--- src/rtl/am_pkg.sv ---
package am_pkg;
  localparam int NUM_CH = 2;
  typedef enum logic {CH_LEFT = 1'b0, CH_RIGHT = 1'b1} chan_e;
endpackage

--- src/rtl/am_static_det.sv ---
module am_static_det #(
  parameter int DATA_W = 20
) (
  input  logic [DATA_W-1:0] word,
  output logic              is_static
);
  always_comb begin
    is_static = (word == '0) || (&word);
  end
endmodule

--- src/rtl/am_run_ctr.sv ---
module am_run_ctr #(
  parameter int DATA_W  = 20,
  parameter int RUN_LEN = 8192
) (
  input  logic              clk,
  input  logic              rst,
  input  logic              clr,
  input  logic              valid,
  input  logic [DATA_W-1:0] data,
  output logic              full_next
);
  localparam int CNT_W = $clog2(RUN_LEN + 1);
  localparam logic [CNT_W-1:0] RUN_MAX = CNT_W'(RUN_LEN);

  logic             stat;
  logic [CNT_W-1:0] cnt_q, cnt_d;

  am_static_det #(.DATA_W(DATA_W)) u_det (.word(data), .is_static(stat));

  always_comb begin
    cnt_d = cnt_q;
    if (clr) begin
      cnt_d = '0;
    end else if (valid) begin
      if (!stat)                cnt_d = '0;
      else if (cnt_q != RUN_MAX) cnt_d = cnt_q + CNT_W'(1);
    end
    full_next = (cnt_d == RUN_MAX);
  end

  always_ff @(posedge clk) begin
    if (rst) cnt_q <= '0;
    else     cnt_q <= cnt_d;
  end


  cnt_sat_chk: assert property (@(posedge clk) disable iff (rst)
    cnt_q <= RUN_MAX);


  idle_hold_chk: assert property (@(posedge clk) disable iff (rst)
    (!valid && !clr) |=> $stable(cnt_q));


  clr_zero_chk: assert property (@(posedge clk) disable iff (rst)
    clr |=> (cnt_q == '0));
endmodule

--- src/rtl/stereo_automute.sv ---
module stereo_automute #(
  parameter int DATA_W  = 20,
  parameter int RUN_LEN = 8192
) (
  input  logic              clk,
  input  logic              rst,
  input  logic              auto_en_n,
  input  logic              l_valid,
  input  logic [DATA_W-1:0] l_data,
  input  logic              r_valid,
  input  logic [DATA_W-1:0] r_data,
  input  logic              l_mute_req,
  input  logic              r_mute_req,
  output logic              l_mute,
  output logic              r_mute
);
  import am_pkg::*;

  logic [NUM_CH-1:0] vld, req, full_nx, mute_q;
  logic [DATA_W-1:0] smp [NUM_CH];
  logic              auto_now, auto_q;

  always_comb begin
    vld[CH_LEFT]  = l_valid;
    vld[CH_RIGHT] = r_valid;
    req[CH_LEFT]  = l_mute_req;
    req[CH_RIGHT] = r_mute_req;
    smp[CH_LEFT]  = l_data;
    smp[CH_RIGHT] = r_data;
  end

  for (genvar ch = 0; ch < NUM_CH; ch++) begin : g_ch
    am_run_ctr #(.DATA_W(DATA_W), .RUN_LEN(RUN_LEN)) u_ctr (
      .clk(clk), .rst(rst), .clr(auto_en_n),
      .valid(vld[ch]), .data(smp[ch]), .full_next(full_nx[ch])
    );
  end

  assign auto_now = (&full_nx) & ~auto_en_n;

  always_ff @(posedge clk) begin
    if (rst) begin
      mute_q <= '0;
      auto_q <= 1'b0;
    end else begin
      mute_q <= req | {NUM_CH{auto_now}};
      auto_q <= auto_now;
    end
  end

  assign l_mute = mute_q[CH_LEFT];
  assign r_mute = mute_q[CH_RIGHT];


  man_left_chk: assert property (@(posedge clk) disable iff (rst)
    l_mute_req |=> l_mute);


  man_right_chk: assert property (@(posedge clk) disable iff (rst)
    r_mute_req |=> r_mute);


  release_chk: assert property (@(posedge clk) disable iff (rst)
    (l_valid && !((l_data == '0) || (&l_data)) && !r_mute_req) |=> !r_mute);


  en_off_chk: assert property (@(posedge clk) disable iff (rst)
    auto_en_n |=> !auto_q);


  shared_auto_chk: assert property (@(posedge clk) disable iff (rst)
    (!l_mute_req && !r_mute_req) |=> (l_mute == r_mute));
endmodule

--- config.mk ---
export PLATFORM = sky130hd
export DESIGN_NAME = stereo_automute
export DESIGN_NICKNAME = d
export VERILOG_FILES = /design/src/rtl/am_pkg.sv /design/src/rtl/am_static_det.sv /design/src/rtl/am_run_ctr.sv /design/src/rtl/stereo_automute.sv
export SDC_FILE = /design/constraint.sdc
export NUM_CORES = 1
export LEC_CHECK = 0
export BUFFER_PORTS_ARGS = -buffer_cell sky130_fd_sc_hd__clkbuf_2
export CAP_MARGIN = 20
export CORE_ASPECT_RATIO = 0.8
export CORE_MARGIN = 2
export CORE_UTILIZATION = 45
export CTS_CLUSTER_DIAMETER = 80
export DETAILED_ROUTE_END_ITERATION = 12
export GPL_TIMING_DRIVEN = 1
export PLACE_DENSITY_LB_ADDON = 0.25
export SLEW_MARGIN = 5
export SYNTH_ARGS = -nofsm -noshare
export SYNTH_HDL_FRONTEND = slang
export SYNTH_SLANG_ARGS = --single-unit
--- constraint.sdc ---
create_clock -name clk -period 3.8 [get_ports clk]
set_clock_uncertainty 0.05 [all_clocks]
set_input_delay 0.57 -clock clk [delete_from_list [all_inputs] [get_ports clk]]
set_output_delay 0.57 -clock clk [all_outputs]
set_load 0.01 [all_outputs]
==> results.txt <==
The share of total power consumed by net switching came out at approximately a quarter. The slowest stage of the critical path belongs to the cell sky130_fd_sc_hd__o41ai_4. The number of violations of the max-capacitance limit came out at 0. The clock share of power is between 30 and 40%.

The area of the die is 0.00513 sq mm. The headroom to the max-slew limit is between 60% and 70%. Setup total negative slack on the finished layout was measured at 0 ns. The worst register-to-register path has a setup slack of between 1 and 1.5 ns. The post-synthesis cell area is just over 0.002 sq mm. In the post-route analysis, the smallest setup slack over all paths is approximately 1.0 ns. Setup repair after global routing left no endpoint under its margin.

The number of post-CTS setup repair buffers came out at 0. In the final layout, the share of cells above drive strength 1 is a little over a fifth. The number of antenna repair diodes came out at 0. The count of cells along the worst hold path came out at 2. The clock tree from TritonCTS is yes. The number of cells upsized or downsized after cts came out at 0. The die height came out at 64.5 um. The number of buffers added to fix hold violations after cts is 0. The count of unique library cells instantiated by Yosys came out at 50. The worst hold path belongs to the class primary input to flop. The chip width came out at roughly 80 um. The setup path with the least slack is of type flop to flop.

The initial core utilization is around half. Leaving out filler cells and counting taps, the final layout contains about 360. The flop and latch count out of synthesis came out at 30. The highest clock frequency the design can meet is 359 MHz. At the pin with the least slew margin, the transition time is between 0.5 and 0.6 ns.

The startpoint identified for the worst register-to-register timing path is g_ch[1].u_ctr.cnt_q[0]. The most numerous cell type found on the critical path is sky130_fd_sc_hd__nand4_1. The number of iterations in the first detailed-routing pass came out at 4. For this design, the sink count on the clock tree is 30. The final design area excluding fillers is about 0.0024 sq mm.

The H-tree depth came out at 2. The share of the clock period used by the worst path is between 70% and 80%. The global-route met2 utilization came out at 29.9%. Counting along the longest clock path gives a buffer depth of 2. Counting flops with a built-in enable in the synthesized netlist gives 0. The total DRC errors in the routed layout is 0. The number of nets handed over by synthesis was 311.

The worst setup path is captured at a flop. The worst-case vdd ir drop is between 0.1 and 0.15 mV. The arrival time of the worst setup path is 2.94 ns.

The area added between synthesis and finish is 14.7%. The number of cells produced by synthesis came out at 260. After detailed routing, the average wire length per cell comes to between 10 and 15 um. The flow ran to the end, and the final reports show no timing, DRC or antenna violations. The biggest cell delay along the critical path is about 0.52 ns. The overall routing resource usage came out at about a fifth.

The first global-routing pass estimated 8.05 mm of wire. After layout, the design draws a total of slightly above 600 uW. The initial antenna violation count is 0. The number of fill cells in the layout is around 400. met2 is the most crowded layer.

A synthesized cell averages between 7 and 8 sq um. For this run, the register share of the synthesized area comes to between 20% and 30%. The number of hold violations in the final report came out at 0. The worst hold path terminates at g_ch[0].u_ctr.cnt_q[12].

Entering global routing, the biggest net connects 16 pins. The number of buffer cells added on primary ports came out at 48. The final weighted congestion of routability-driven global placement came out at just under 0.9. The largest fanout of any net on the critical path came out at 6.

The routed wire length is roughly 4.9 mm. The number of setup violations in the final report came out at 0. The cell internal power dissipation came out at 467 uW. The met1 track demand over resource came out at roughly 28%. Among all flip-flop cells after synthesis, the most frequent one is sky130_fd_sc_hd__dfxtp_1.

The met3 track demand over resource in global routing is 5.15%. The power density relative to cell area is 261 mW/mm^2. The via count of the first global-routing pass is between 1.5k and 2k. The total of warnings raised by yosys is 0. The number of DRC markers after the initial detailed-route iteration is ~190. Walking the worst path, the cells encountered are inv_1, ha_1, or4b_4, o41ai_4, mux2i_1, nand4_1, a2111oi_2, nand4_1, o21ai_0.

Of all flip-flops after synthesis, the portion carrying an async set or reset was 0%. The later pin in the worst-skew pair is clocked with a latency of 0.28 ns. The number of antenna-violating nets in the routed design is 0. Buffers inserted during clock tree synthesis total 5. The number of placed instances with taps included is roughly 350. The worst setup path is launched from a flop. The tree is rooted in a sky130_fd_sc_hd__clkbuf_8. Once placement finished, the instance area stood at roughly 0.0023 sq mm. For this design the static power due to leakage is 0.000872 uW. STA puts the critical path data required time at 3.96 ns. Measured in cells, the most critical reg-to-reg path has a length of 9. Prior to clock tree synthesis, the placed netlist has a worst setup slack of 1.05 ns. The combinational group share of total power came out at a little under a tenth. In this run the power spent charging and discharging nets is ~150 uW. The number of buffers and inverters on the critical path is 1. The cell family contributing the most delay on the critical path is compound AO/OA/AOI/OAI gates. The overflow left after global routing came out at 0.

The total number of nets in the final design came out at 352. The total core area is 0.00428 sq mm. The startpoint of the lowest-slack hold path is rst.

The count of standard-cell rows is 21. The final count of pins violating max slew came to 0. The library cell used most frequently in the layout, excluding fill and tap cells, is sky130_fd_sc_hd__clkbuf_2.

The clock-pin slew of the registers on the worst-case setup and hold paths came out at around 0.07 ns. Summed over all nets, the half-perimeter wirelength after detailed placement is about 3.7 mm. Leaving out fill and tap cells, the most frequent cells in the layout are sky130_fd_sc_hd__clkbuf_2, sky130_fd_sc_hd__nor2_1, sky130_fd_sc_hd__dfxtp_1.

After detailed routing, the number of vias per cell comes to around 5.7. The shortest period the worst path allows came out at roughly 2.8 ns. The total vias in the final route is 2032.

The worst reg2reg path endpoint is mute_q[0]. The number of top-level design ports came out at 49. Per report_power, the sequential group accounts for 51.6% of the total.
[power groups by stage]
stage	combinational, uW	clock [uW]	sequential (uW)
after floorplan	20.8	0	325
final	58.4	239	317
after global placement	56.6	0	324
after global routing	64.4	261	317
after CTS	58.3	246	317
after detailed placement	57.7	0	324
[final cells by class]
class | count | area (sq um) | area share [%]
multi-input combinational | 205 | 1330 | 56.3
tap | 57 | 71.3 | 3.02
sequential | 30 | 601 | 25.5
timing repair buffer | 48 | 240 | 10.2
clock buffer | 5 | 68.8 | 2.92
clock inverter | 2 | 10.0 | 0.424
inverter | 11 | 41.3 | 1.75
[worst max path at each step]
| stage | start | end | slack, ns | cells after the start |
|---|---|---|---|---|
| global route | g_ch[1].u_ctr.cnt_q[0] | mute_q[1] | 0.76 | 9 |
| global placement | g_ch[1].u_ctr.cnt_q[0] | mute_q[1] | 1.12 | 9 |
| finish | g_ch[1].u_ctr.cnt_q[0] | mute_q[0] | 1.02 | 9 |
| floorplan | g_ch[1].u_ctr.cnt_q[0] | mute_q[0] | 1.23 | 9 |
| CTS | g_ch[1].u_ctr.cnt_q[0] | mute_q[0] | 1.02 | 9 |
| detailed placement | g_ch[1].u_ctr.cnt_q[0] | mute_q[0] | 1.05 | 9 |
[metal layers]
layer,up-vias,routed length (um)
met1,910,2420
met2,80,1880
li1,1035,-
met3,7,498
met5,-,0
met4,0,65
[worst register-to-register path: cells and delay by family (launching register included)]
| kind | cells | cell delay, ns |
|---|---|---|
| fa+ha+maj | 1 | 0.15 |
| flops | 1 | 0.33 |
| buf+inv | 1 | 0.13 |
| mux | 1 | 0.30 |
| simple gates | 3 | 0.75 |
| compound gates | 3 | 1.00 |
[cells by family (layout without fill, tap and decap cells)]
| kind of cell | after synthesis | in the layout | synth area share (%) |
|---|---|---|---|
| AO/OA/AOI/OAI | 27 | 27 | 11.1 |
| XOR/XNOR | 28 | 28 | 11.9 |
| adder cells (fa/ha/maj) | 4 | 4 | 2.43 |
| buffers and inverters | 25 | 66 | 6.32 |
| flip-flops | 30 | 30 | 29.2 |
| multiplexers | 4 | 4 | 2.01 |
| AND/OR/NAND/NOR | 142 | 142 | 37.1 |
[synth_stat cells (2+ instances only)]
master                     instances  area share [%]
sky130_fd_sc_hd__a31oi_1           4             1.2
sky130_fd_sc_hd__xor2_1           13             5.5
sky130_fd_sc_hd__inv_1            11             2.0
sky130_fd_sc_hd__nor3_1           10             2.4
sky130_fd_sc_hd__xnor2_1          15             6.4
sky130_fd_sc_hd__nor4_1           11             3.3
sky130_fd_sc_hd__nand3_1          15             3.6
sky130_fd_sc_hd__nor2_1           39             7.1
sky130_fd_sc_hd__a22oi_1           2            0.73
sky130_fd_sc_hd__nor4b_1           2            0.85
sky130_fd_sc_hd__o31ai_1           2            0.73
sky130_fd_sc_hd__nand2_1          16             2.9
sky130_fd_sc_hd__and3_1            6             1.8
sky130_fd_sc_hd__or4_1             2            0.73
sky130_fd_sc_hd__a21oi_1           3            0.73
sky130_fd_sc_hd__ha_1              4             2.4
sky130_fd_sc_hd__a221oi_1          2            0.85
sky130_fd_sc_hd__or2_2             2            0.61
sky130_fd_sc_hd__mux2i_1           3             1.5
sky130_fd_sc_hd__nand4_1          23             7.0
sky130_fd_sc_hd__dfxtp_1          30              29
sky130_fd_sc_hd__o21ai_0           4            0.97
sky130_fd_sc_hd__clkbuf_1         11             2.0
sky130_fd_sc_hd__and4_1            3             1.3
sky130_fd_sc_hd__buf_6             2             1.1
[metrics by stage]
step	hold slack, ns	util [%]
6_report	0.480	55.1
5_1_grt	0.502	55.1
4_1_cts	0.480	55.1
3_5_place_dp	0.471	53.3
3_3_place_gp	0.477	53.3
2_1_floorplan	0.432	-
[flip-flops by register name (all words and copies together), names as in the netlist]
| signal | count |
|---|---|
| mute_q | 2 |
| g_ch.u_ctr.cnt_q | 28 |
Note: power is estimated with default switching activity, not from simulation.
